[config.mk]
export PLATFORM = sky130hd
export DESIGN_NAME = regwin_bridge
export DESIGN_NICKNAME = d
export VERILOG_FILES = /design/src/rtl/regwin_pkg.sv /design/src/rtl/regwin_index.sv /design/src/rtl/regwin_bank.sv /design/src/rtl/regwin_irq.sv /design/src/rtl/regwin_bridge.sv
export SDC_FILE = /design/constraint.sdc
export NUM_CORES = 1
export LEC_CHECK = 0
export CAP_MARGIN = 5
export CORE_MARGIN = 3
export CORE_UTILIZATION = 50
export DETAILED_ROUTE_END_ITERATION = 10
export DONT_BUFFER_PORTS = 1
export PLACE_DENSITY = 0.71
export SYNTH_ARGS = -nofsm -noshare
export SYNTH_HDL_FRONTEND = slang
export SYNTH_SLANG_ARGS = --single-unit
export TNS_END_PERCENT = 50
[constraint.sdc]
create_clock -name clk_i -period 5.7 [get_ports clk_i]
set_input_delay 1.14 -clock clk_i [delete_from_list [all_inputs] [get_ports clk_i]]
set_output_delay 1.14 -clock clk_i [all_outputs]
set_load 0.01 [all_outputs]
[src/rtl/regwin_pkg.sv]
package regwin_pkg;
  localparam int HOST_W = 16;
  localparam int BYTE_W = 8;
  localparam int IDX_W  = 16;
  localparam int PORT_W = 3;

  typedef enum logic [PORT_W-1:0] {
    PORT_IDX_LO = 3'd0,
    PORT_IDX_HI = 3'd1,
    PORT_DATA   = 3'd2,
    PORT_SPARE  = 3'd3,
    PORT_CMD    = 3'd4,
    PORT_IRQ    = 3'd5,
    PORT_CTL1   = 3'd6,
    PORT_CTL2   = 3'd7
  } port_e;
endpackage

[src/rtl/regwin_index.sv]
module regwin_index
  import regwin_pkg::*;
(
  input  logic              clk_i,
  input  logic              rst_ni,
  input  logic              mode16_i,
  input  logic              we_i,
  input  logic [PORT_W-1:0] addr_i,
  input  logic [HOST_W-1:0] wdata_i,
  output logic [IDX_W-1:0]  idx_o
);
  logic [IDX_W-1:0] idx_q;

  always_ff @(posedge clk_i or negedge rst_ni) begin
    if (!rst_ni) idx_q <= '0;
    else if (we_i) begin
      if (mode16_i) begin
        if (addr_i == PORT_IDX_LO) idx_q <= wdata_i;
      end else begin
        if (addr_i == PORT_IDX_LO) idx_q[7:0]  <= wdata_i[7:0];
        if (addr_i == PORT_IDX_HI) idx_q[15:8] <= wdata_i[7:0];
      end
    end
  end

  assign idx_o = idx_q;

  p_idx16_load_r3: assert property (@(posedge clk_i) disable iff (!rst_ni)
    (we_i && mode16_i && addr_i == PORT_IDX_LO) |=> idx_o == $past(wdata_i));

  p_idx_hi_byte_r2: assert property (@(posedge clk_i) disable iff (!rst_ni)
    (we_i && !mode16_i && addr_i == PORT_IDX_HI) |=>
      (idx_o[15:8] == $past(wdata_i[7:0]) && idx_o[7:0] == $past(idx_o[7:0])));
endmodule

[src/rtl/regwin_bank.sv]
module regwin_bank
  import regwin_pkg::*;
#(
  parameter int DEPTH = 64
) (
  input  logic              clk_i,
  input  logic              rst_ni,
  input  logic [IDX_W-1:0]  idx_i,
  input  logic              we_i,
  input  logic [BYTE_W-1:0] wdata_i,
  output logic [BYTE_W-1:0] rdata_o
);
  localparam int AW = (DEPTH > 1) ? $clog2(DEPTH) : 1;
  localparam logic [IDX_W:0] DEPTH_L = (IDX_W+1)'(DEPTH);

  logic [BYTE_W-1:0] regs_q [DEPTH];
  logic              hit;
  logic [AW-1:0]     sel;

  assign hit = {1'b0, idx_i} < DEPTH_L;
  assign sel = idx_i[AW-1:0];

  for (genvar g = 0; g < DEPTH; g++) begin : g_reg
    always_ff @(posedge clk_i or negedge rst_ni) begin
      if (!rst_ni) regs_q[g] <= '0;
      else if (we_i && hit && sel == AW'(g)) regs_q[g] <= wdata_i;
    end
  end

  assign rdata_o = hit ? regs_q[sel] : '0;

  p_write_lands_r4: assert property (@(posedge clk_i) disable iff (!rst_ni)
    (we_i && hit) |=> rdata_o == $past(wdata_i));
endmodule

[src/rtl/regwin_irq.sv]
module regwin_irq
  import regwin_pkg::*;
(
  input  logic              clk_i,
  input  logic              rst_ni,
  input  logic [BYTE_W-1:0] evt_i,
  input  logic              clr_we_i,
  input  logic [BYTE_W-1:0] clr_i,
  input  logic [BYTE_W-1:0] mask_i,
  output logic [BYTE_W-1:0] flags_o,
  output logic              irq_o
);
  logic [BYTE_W-1:0] flags_q;
  logic [BYTE_W-1:0] clr_mask;

  assign clr_mask = clr_we_i ? clr_i : '0;

  always_ff @(posedge clk_i or negedge rst_ni) begin
    if (!rst_ni) flags_q <= '0;
    else         flags_q <= (flags_q & ~clr_mask) | evt_i;  // set wins
  end

  assign flags_o = flags_q;
  assign irq_o   = |(flags_q & mask_i);

  p_evt_sets_r9: assert property (@(posedge clk_i) disable iff (!rst_ni)
    (|evt_i) |=> ((flags_o & $past(evt_i)) == $past(evt_i)));

  p_w1c_r9: assert property (@(posedge clk_i) disable iff (!rst_ni)
    (clr_we_i && evt_i == '0) |=> ((flags_o & $past(clr_i)) == '0));
endmodule

[src/rtl/regwin_bridge.sv]
module regwin_bridge
  import regwin_pkg::*;
#(
  parameter int DEPTH = 64
) (
  input  logic              clk_i,
  input  logic              rst_ni,
  input  logic              mode16_i,
  input  logic              cs_i,
  input  logic              wr_i,
  input  logic [PORT_W-1:0] addr_i,
  input  logic [HOST_W-1:0] wdata_i,
  output logic [HOST_W-1:0] rdata_o,
  input  logic [BYTE_W-1:0] irq_evt_i,
  output logic              irq_o
);
  logic              we;
  logic [IDX_W-1:0]  idx;
  logic [BYTE_W-1:0] bank_rd, flags;
  logic [BYTE_W-1:0] cmd_q, ctl1_q, ctl2_q;

  assign we = cs_i && wr_i;

  regwin_index u_index (
    .clk_i, .rst_ni, .mode16_i,
    .we_i    (we),
    .addr_i,
    .wdata_i,
    .idx_o   (idx)
  );

  regwin_bank #(.DEPTH(DEPTH)) u_bank (
    .clk_i, .rst_ni,
    .idx_i   (idx),
    .we_i    (we && addr_i == PORT_DATA),
    .wdata_i (wdata_i[BYTE_W-1:0]),
    .rdata_o (bank_rd)
  );

  regwin_irq u_irq (
    .clk_i, .rst_ni,
    .evt_i    (irq_evt_i),
    .clr_we_i (we && addr_i == PORT_IRQ),
    .clr_i    (wdata_i[BYTE_W-1:0]),
    .mask_i   (ctl2_q),
    .flags_o  (flags),
    .irq_o
  );

  always_ff @(posedge clk_i or negedge rst_ni) begin
    if (!rst_ni) begin
      cmd_q  <= '0;
      ctl1_q <= '0;
      ctl2_q <= '0;
    end else if (we) begin
      case (addr_i)
        PORT_CMD:  cmd_q  <= wdata_i[BYTE_W-1:0];
        PORT_CTL1: ctl1_q <= wdata_i[BYTE_W-1:0];
        PORT_CTL2: ctl2_q <= wdata_i[BYTE_W-1:0];
        default: ;
      endcase
    end
  end

  always_comb begin
    rdata_o = '0;
    if (cs_i) begin
      case (addr_i)
        PORT_IDX_LO: rdata_o = mode16_i ? idx : {8'h00, idx[7:0]};
        PORT_IDX_HI: rdata_o = mode16_i ? '0 : {8'h00, idx[15:8]};
        PORT_DATA:   rdata_o = {8'h00, bank_rd};
        PORT_CMD:    rdata_o = {8'h00, cmd_q};
        PORT_IRQ:    rdata_o = {8'h00, flags};
        PORT_CTL1:   rdata_o = {8'h00, ctl1_q};
        PORT_CTL2:   rdata_o = {8'h00, ctl2_q};
        default:     rdata_o = '0;
      endcase
    end
  end

  p_idx_kept_r6: assert property (@(posedge clk_i) disable iff (!rst_ni)
    (we && addr_i == PORT_DATA) |=> $stable(idx));

  p_direct_write_r8: assert property (@(posedge clk_i) disable iff (!rst_ni)
    (we && addr_i == PORT_CTL1) |=> (ctl1_q == $past(wdata_i[BYTE_W-1:0]) && $stable(idx)));
endmodule

; Word level (Yosys, flattened, before mapping)
; Cells that the tools add are included.
[totals]
ff_bits = 560
output_inout_bits = 17
elab_cells = 237
[classes]
magnitude_cmp = 2
eq_ne = 70
n_mux = 13
bitwise = 5
n_reduce_logical = 77
[ops]
columns = op, count
row1 = $eq 6x6->1 const B, 32
row2 = $pmux 16 s7, 1
row3 = $eq 6x5->1 const B, 16
row4 = $logic_and 1x1->1, 68
row5 = $mux 16, 4
row6 = $mux 8, 7
row7 = $bmux 8 s6, 1
row8 = $eq 6x4->1 const B, 8
row9 = $eq 6x3->1 const B, 4
row10 = $and 8x8->8, 2
row11 = $lt 16x7->1 const B, 1
row12 = $eq 3x3->1 const B, 4
row13 = $eq 6x2->1 const B, 2
row14 = $not 8->8, 1
row15 = $or 8x8->8, 1
row16 = $reduce_and 2->1, 4
row17 = $reduce_or 8->1, 1
row18 = $ge 7x7->1 const B, 1
row19 = $not 6->7, 1
row20 = $eq 6x1->1 const B, 1
row21 = $logic_not 6->1, 1
row22 = $eq 3x1->1 const B, 1
row23 = $eq 3x2->1 const B, 1
row24 = $logic_not 3->1, 1
row25 = 3 further kinds, 3

; Logic depth before layout (Yosys ltp)
; Gate-level depths: netlist (run 1).
[depth]
depth_word = 7
mapped_depth = 9

; By module
; Synthesis (run 1) repeated with hierarchy kept, for this count alone.
[unflattened]
cells_unflattened = 1755
hier_area_um2 = 26400.3
[modules_own_cells]
columns = mod, instances, cells_per_inst, area_per_inst_um2, seq_area_each_um2
row1 = regwin_bank, 1, 1539, 23779.1, 12812.3
row2 = regwin_bridge, 1, 141, 1559.0, 600.6
row3 = regwin_index, 1, 45, 728.2, 400.4
row4 = regwin_irq, 1, 30, 334.1, 200.2

; Worst setup path before layout (run 1)
; OpenSTA, ideal clock, no wires.
[synth_timing]
path_kind = input-to-output
startpoint = input port addr_i[2]
endpoint = output port rdata_o[0]
t_arrival_ns = 2.663
setup_slack_ns = 1.897
path_stages = 6
path_buffers = 1
cell_sequence = buf_2 > nor4_4 > nand4_2 > nor3_1 > o21ai_0 > nand3_1
[synth_via]
elab_chain_cells = 3
[synth_lines]
columns = item, line_no
row1 = from (decl), regwin_bridge.sv:11  ; input logic [PORT_W-1:0] addr_i,
row2 = "$eq 3x3->1, or another cell as far along", regwin_bridge.sv:68  ; case (addr_i)
row3 = $pmux 16 s7 *, regwin_bridge.sv:68
row4 = $mux 16 *, regwin_bridge.sv:67  ; if (cs_i) begin
row5 = to (decl), regwin_bridge.sv:13  ; output logic [HOST_W-1:0] rdata_o,
; Every way passes the cells marked *; elsewhere a longest branch is shown, timed or not.

; Final worst setup path (run 1)
[layout_timing]
startpoint = register u_index.idx_q[3] (netlist: u_index.idx_o[3])
endpoint = output port rdata_o[7]
[layout_via]
elab_chain_cells = 7
[layout_lines]
columns = item, line_no
row1 = from (decl), regwin_index.sv:12  ; logic [IDX_W-1:0] idx_q;
row2 = from (signal assigned), regwin_index.sv:18  ; if (addr_i == PORT_IDX_LO) idx_q <= wdata_i;
row3 = from (signal assigned), regwin_index.sv:20  ; if (addr_i == PORT_IDX_LO) idx_q[7:0] <= wdata_i[7:0];
row4 = $not 6->7 (not written as such), regwin_bank.sv:30  ; assign rdata_o = hit ? regs_q[sel] : '0;
row5 = $bmux 8 s6, regwin_bank.sv:30
row6 = $mux 8 (not written as such) (2 in a row), regwin_bank.sv:30
row7 = $mux 8 *, regwin_bank.sv:30
row8 = $pmux 16 s7 *, regwin_bridge.sv:68
row9 = $mux 16 *, regwin_bridge.sv:67
; Every way passes the cells marked *; elsewhere a longest branch is shown, timed or not. The select of a mux whose other input is x is not followed.

==> results of run 1 <==
[critical path: cells and delay by family (launching register included)]
kind,cells,cell delay [ps]
buffers and inverters,1,370
AOI/OAI and AO/OA,2,290
DFF,1,950
and+or+nand+nor,3,1590
[power groups by stage]
stage / Clock (mW) / Sequential [mW] / Combinational [mW]
after floorplan: 0 / 4.17 / 0.781
after global placement: 0 / 4.32 / 0.884
after detailed placement: 0 / 4.33 / 0.887
after CTS: 3.76 / 4.25 / 0.889
after global routing: 3.94 / 4.27 / 0.945
final: 3.71 / 4.26 / 0.905
[sequential cells by signal, summed over array words and instances, names as in the netlist]
register,flops
ctl2_q,8
cmd_q,8
u_index.idx_o,16
u_irq.flags_o,8
u_bank.regs_q,512
ctl1_q,8
[synth_stat cells, types with 10 or more instances]
cell type | number | area share [%]
mux4_2 | 58 | 5.0
nand2_1 | 65 | 0.93
a21o_1 | 10 | 0.29
o31ai_1 | 13 | 0.37
nor3_1 | 31 | 0.59
a22oi_1 | 21 | 0.60
nor2_2 | 15 | 0.36
nor2b_1 | 18 | 0.43
mux2i_1 | 87 | 3.3
clkbuf_1 | 94 | 1.3
mux2_2 | 623 | 27
buf_1 | 25 | 0.36
nand3_1 | 16 | 0.30
buf_2 | 26 | 0.50
o22ai_1 | 71 | 1.7
nor2_1 | 15 | 0.21
dfrtp_1 | 560 | 53
o21ai_0 | 21 | 0.40
[layer usage]
| metal | up-vias | global-route usage (%) |
|---|---|---|
| met5 | - | 0 |
| met4 | 0 | 7.21 |
| met3 | 130 | 4.57 |
| met2 | 539 | 36.6 |
| met1 | 8539 | 34.0 |
| li1 | 6838 | - |
[final timing paths]
kind	endpoint	startpoint	cells past startpoint	slack [ps]
min	u_bank.regs_q[189]	rst_ni	0	260
max	rdata_o[7]	u_index.idx_o[3]	6	750
min reg2reg	u_bank.regs_q[332]	u_bank.regs_q[332]	1	500
min in group clk_i	u_bank.regs_q[332]	u_bank.regs_q[332]	1	500
max in group asynchronous	u_bank.regs_q[351]	rst_ni	0	3540
max reg2reg	u_bank.regs_q[119]	u_index.idx_o[0]	6	1890
[cells by family after synthesis]
logic type | count (synthesis) | share of synthesized area, %
AOI/OAI and AO/OA | 161 | 4.09
xor gates and xnor gates | 1 | 0.0333
buffers and inverters | 149 | 2.28
DFF | 560 | 53.3
muxes | 768 | 35.0
and+or+nand+nor | 238 | 5.28
[layout make-up]
type                            count  share of cell area [%]
Sequential cell                   560                    49.1
Multi-Input combinational cell   1168                    40.9
Clock buffer                       85                    5.81
Tap cell                          680                    2.98
Clock inverter                     21                   0.665
Timing Repair Buffer               17                   0.534
Inverter                            3                  0.0394
Antenna cell                        1                 0.00876
[through the flow]
| step | setup WS, ps | hold slack, ps | cells |
|---|---|---|---|
| after floorplan | 1900 | 472 | 1877 |
| after global placement | 1420 | 481 | 2428 |
| after detailed placement | 1450 | 488 | 2428 |
| after CTS | 801 | 223 | 2534 |
| after global routing | 664 | 234 | 2534 |
| final | 750 | 265 | 2535 |
==> impl_summary.md, run 1 <==
Route
The via density per instance is 6.33. The post-detailed-route wirelength per cell is between 20 and 30 µm. The uppermost layer routed is met4. The routed layout has between 15,000 and 20,000 vias. The detailed-routing wirelength on met1 is just under 30 mm. The met2 layer wire length in the routed design is 30.2 mm.

The pre-antenna-repair detailed-routing pass consisted of 5 iterations. Wire segments on met3 add up to roughly 4.5 mm in the final route. The number of DRC violations after detailed routing is 0. The total wire length is 65.9 mm.

The final antenna-violating net count is 0. The number of DRC markers after the initial detailed-route iteration is 1,511.

Timing
The maximum clock frequency is 202 MHz. The measured slew at the worst slew-check pin is 2440 ps. Of the available clock period, the critical path in the final layout requires 86.8%. Summed over all failing endpoints, the final setup total negative slack is 0 ps.

Setup repair after global routing left no endpoint under its margin. The final-report setup violation count is 0. On the final layout, the worst clock skew is 29.5 ps.

The number of hold violations in the final report was 0. The post-route minimum period is ~5000 ps. The number of pins with negative max-slew slack in the final report is between 300 and 400. The relative slew slack is -63.0%.

Synth
Counting every net in the synthesized netlist gives 1,909. A synthesized cell averages 14.0 µm². The unique cell type count in the Yosys netlist is 55. The async set-reset flop share out of synthesis is 100%. The mapped netlist covers 26,300 µm². The number of flops mapped to enable cells by yosys is 0. The sequential share of the synthesized area is 53.3%. Among all flip-flop cells after synthesis, the most frequent one is dfrtp_1. In the synthesized netlist, the number of instances is 1,877. Counting flops and latches in the post-synthesis netlist gives 560. The Yosys warning count is 0.

Clocking
Buffers inserted to repair hold after CTS numbered 0. TritonCTS built the clock tree. The number of setup buffers added after CTS is 0. The buffer depth of the longest clock path is 3. The tree built by TritonCTS fans out to 560 sinks.

Post-CTS repair changed the size of 0 cells. The CTS H-tree depth is 2. The CTS buffer count is 56. The insertion delay to the later sink of the worst-skew pair is 620 ps.

The clock transition at the register clock pins on the worst setup and hold paths after CTS is roughly 60 ps. The CTS root buffer is clkbuf_16.

Worst setup path
The worst-path cell with the longest stage delay is dfrtp_2. The worst stage delay on the critical path is ~950 ps. The required time of the critical path is ~4600 ps. The endpoint kind of the worst setup timing path is an output port. Of all nets on the critical path, the largest fanout is 39. Data arrives at the worst endpoint at ~3800 ps.

The kind of launch point of the worst setup path is a flop. Walking the worst path, the cells encountered are or2_0 -> buf_4 -> o22ai_1 -> nor3_1 -> o31ai_1 -> nand3_1. The critical path is of the flop to output port type.

Hold path
The path class of the lowest-slack min-delay path is input port to async pin.

GRT
The first-pass GRT wire length is between 100 and 150 mm. The maximum number of pins on one net before global-route repair is between 500 and 600. The global router's overall resource usage is 23.6%. The number of global-route vias before repair is 16,600. Summed over all layers, the global routing overflow is 0. The number of antenna violations at the first check in global routing is 0.

Floorplan
The number of top-level design ports is about 50. The initial utilization of the core area, before any placement, comes to 50.9%. The die height is 235 µm.

The area inside the core boundary is a little over 50,000 µm². The die boundary width is between 200 and 250 µm. The area of the die is approximately 55,000 µm². The initialized floorplan defines 83 standard-cell rows.

Finish
In the layout the commonest cells are 623 x mux2_2, 557 x dfrtp_1, 87 x mux2i_1. The net count of the finished layout is about 1,800. In the final layout, the multi-input gates occupy 11,700 µm². The utilization after layout is 55.4%. The fill cell instance count of the final layout is about 4,100. Relative to the synthesized area, the layout overhead comes to 8.75%.

The most frequent standard cell in the layout excluding fill and tap cells is mux2_2. The area of all placed cells without fillers is about 29,000 µm². In the final layout, flip-flops and latches occupy 14,000 µm². The share of layout cells above drive strength 1 is between 40% and 50%.

Power and ir drop
The total net switching power is 2.29 mW. The total power consumption of the routed design is 8.88 mW. The cell-internal power is 6.58 mW.

In this run, the combinational gates consume 10.2% of the power. Registers are responsible for 48.0% of the overall power. The areal power density over the cells is 311 nW/µm². The worst-case IR drop observed on VDD is 0.000215 V. The clock network power share is 41.8%. The cell leakage power is 13.7 nW. Net switching is 25.8% of the power.

Outcome
The final reports fail on max-slew violations. The run finished, with violations left.

Placed design
The HPWL after detailed placement is 40.7 mm. The number of buffers inserted by port buffering is 0. The area after detailed placement is 26,700 µm². The final estimated routing congestion in global placement is ~0.88.

Job
The tool flagged a number of max-cap violations equal to 0.
No activity file was read; power rests on OpenSTA's default activity.
==> inputs of run 2 (changes only) <==
--- a/config.mk
+++ b/config.mk
@@ -8,9 +8,10 @@
 export CAP_MARGIN = 5
 export CORE_MARGIN = 3
 export CORE_UTILIZATION = 50
+export CTS_CLUSTER_SIZE = 12
 export DETAILED_ROUTE_END_ITERATION = 10
 export DONT_BUFFER_PORTS = 1
-export PLACE_DENSITY = 0.71
+export PLACE_DENSITY = 0.74
 export SYNTH_ARGS = -nofsm -noshare
 export SYNTH_HDL_FRONTEND = slang
 export SYNTH_SLANG_ARGS = --single-unit
==> constraint.sdc (replaced) <==
create_clock -name clk_i -period 4 [get_ports clk_i]
set_input_delay 0.8 -clock clk_i [delete_from_list [all_inputs] [get_ports clk_i]]
set_output_delay 0.8 -clock clk_i [all_outputs]
set_load 0.01 [all_outputs]
==> impl_summary.md, run 2 (synthesis results as in run 1) <==
Outcome
Result of the run: complete, but fails checks (unchanged). Violations in the final reports: negative hold slack, max-slew violations (was max-slew violations).

Route
The final antenna-violating net count is 0 (unchanged). The total vias in the final route is 16,300 (was 16,000). The total wire length was 66.3 mm (was 65.9 mm). The number of DRC violations after detailed routing is 0 (unchanged).

The via density per instance was 6.31 (was 6.33). The number of DRC markers after the initial detailed-route iteration came to 1,635 (was 1,511). The number of optimization iterations in the first detailed-route pass is 5 (unchanged). The post-detailed-route wirelength per cell is 25.7 µm (was 26.0 µm).

Timing
The measured slew at the worst slew-check pin is 1870 ps (was 2440 ps). The relative slew slack came to -24.4% (was -63.0%). The maximum clock skew at final layout is 24.8 ps (was 29.5 ps).

The number of pins with negative max-slew slack in the final report is 246 (was 371). The final critical path takes up around 99% of the cycle. The smallest clock period supported by the final layout is computed as 3970 ps. The number of hold violations in the final report is 17 (was 0). The final-report setup violation count is 0 (unchanged).

The minimum setup slack in the final design is 29.4 ps (was 750 ps). The maximum clock frequency is 252 MHz. The tightest hold margin is -75.3 ps (was 265 ps).

Power and ir drop
The cell leakage power is 14.0 nW (was 13.7 nW). The areal power density over the cells is 437 nW/µm² (was 311 nW/µm²). The worst IR drop on VDD is 0.000301 V (was 0.000215 V).

The total power consumption of the routed design is 12.7 mW (was 8.88 mW).

Floorplan
The number of placement rows is 83 (unchanged). The number of top-level design ports is 49 (unchanged). The die boundary width came to 235 µm (unchanged). The die height is 235 µm (unchanged). The effective utilization at floorplan is 50.9% (unchanged).

The area of the die is 55,300 µm² (unchanged). The area inside the core boundary is 51,600 µm² (unchanged).

Worst setup path
The length in cells of the worst reg-to-reg path was 5 (was 6). The data arrival time of the critical path is 3170 ps (was 3810 ps). The worst stage delay on the critical path is 620 ps (was 950 ps). The path length in cells of the critical path is 7 (was 6). The required time of the critical path came to 3200 ps (was 4560 ps).

Worst-path cell chain: buf_8 -> nand4b_1 -> buf_4 -> o22ai_1 -> or4_1 -> o21ai_1 -> nand3_1 (was or2_0 -> buf_4 -> o22ai_1 -> nor3_1 -> o31ai_1 -> nand3_1). The critical path's top delay family is simple AND/OR/NAND/NOR gates (unchanged). The kind of launch point of the worst setup path is a flop (unchanged). The endpoint kind of the worst setup timing path was an output port (unchanged). The category of the critical setup timing path is flop to output port (unchanged). The worst-path cell with the longest stage delay was or4_1 (was dfrtp_2). The sum of buffers and inverters on the critical path is 2 (was 1). The largest fanout of any net on the critical path is 13 (was 39).

Clocking
The CTS root buffer is clkbuf_16 (unchanged). The CTS H-tree depth is 2 (unchanged). The buffer depth of the longest clock path came to 3 (unchanged). The clock transition at the register clock pins on the worst setup and hold paths after CTS is 60 ps (about the same).

The CTS buffer count is 58 (was 56). The CTS tree is built (unchanged). The total number of clock tree sinks is 560 (unchanged).

The insertion delay to the later sink of the worst-skew pair is 620 ps (about the same).

Finish
The non-filler instance count after layout is 2,578 (was 2,535). The number of flip-flops in the largest register is 512 (unchanged). The number of nets in the finished design is 1,888 (was 1,838). The layout overhead on the synthesized area was 10.4% (was 8.75%). The share of layout cells above drive strength 1 is 45.8% (was 44.4%).

The most frequent standard cell in the layout excluding fill and tap cells is mux2_2 (unchanged). The register bank with the most flops was u_bank.regs_q (unchanged). Most frequent cells in the layout: 623 x mux2_2, 557 x dfrtp_1, 87 x mux2i_1 (unchanged). The total inserted antenna cells is 0 (was 1).

GRT
The number of global-route vias before repair is 16,700 (was 16,600). The number of antenna violations at the first check in global routing was 0 (unchanged). The maximum number of pins on one net before global-route repair is 561 (unchanged).

The global router's overall resource usage is 23.6% (about the same). The total overflow reported by the global router is 0 (unchanged). The first-pass GRT wire length was 102 mm (about the same).

Job
The number of max-cap violations was 0 (unchanged).

Placed design
The worst slack at placement is 466 ps (was 1450 ps). The number of cells after detailed placement was 2,470 (was 2,428). The total half-perimeter wirelength after legalization and detailed placement is 41.6 mm (was 40.7 mm).

The final estimated routing congestion in global placement is 0.918 (was 0.883). The number of buffers inserted by port buffering was 0 (unchanged).

Hold path
The path class of the lowest-slack min-delay path is input port to async pin (unchanged).
-- run 2: worst paths after layout --
kind	start	end	slack, ps
setup / recovery	u_index.idx_o[0]	rdata_o[0]	30
hold / removal	rst_ni	u_bank.regs_q[244]	-80
setup reg to reg	u_index.idx_o[11]	u_bank.regs_q[386]	830
hold reg to reg	u_bank.regs_q[227]	u_bank.regs_q[227]	500
max in group asynchronous	rst_ni	u_bank.regs_q[404]	2620
min in group clk_i	irq_evt_i[7]	u_irq.flags_o[7]	270
-- run 2: power by group --
group / switching, mW / internal [mW]
sequential: 0.161 / 5.79
combinational: 0.824 / 0.622
clock: 2.17 / 3.10
-- run 2: repair_timing --
| item | CTS | global route |
|---|---|---|
| gates cloned | 0 | 0 |
| resized for setup | 2 | 8 |
| buffers inserted | 3 | 3 |
| setup endpoints to repair | 6 | 5 |
| hold endpoints to repair | 560 | 210 |
-- run 2: per-stage QoR --
stage / area (µm²) / setup TNS (ps) / utilization (%) / hold slack, ps
after floorplan: 26300 / 0 / - / 472
after global placement: 27100 / 0 / 52.5 / 481
after detailed placement: 27100 / 0 / 52.5 / 487
after CTS: 29000 / 0 / 56.1 / -114
after global routing: 29000 / -47.4 / 56.2 / -101
final: 29000 / 0 / 56.2 / -75.3
-- run 2: final cells by class --
| type | instances | area [µm²] |
|---|---|---|
| repair buffers | 65 | 574 |
| clock buffers | 94 | 1760 |
| flip-flops and latches | 560 | 14000 |
| fillers | 4087 | 22600 |
| clock inverters | 8 | 97.6 |
| multi-input cells | 1168 | 11700 |
| inverters | 3 | 11.3 |
| well taps | 680 | 851 |
-- run 2: routing by layer --
metal / part of all wire [%] / GRT usage (%) / vias to the layer above
met5: 0.18 / 0 / -
met1: 43 / 32.7 / 8699
met3: 6.1 / 4.21 / 138
met4: 3.1 / 7.67 / 2
met2: 48 / 38.0 / 495
li1: - / - / 6926
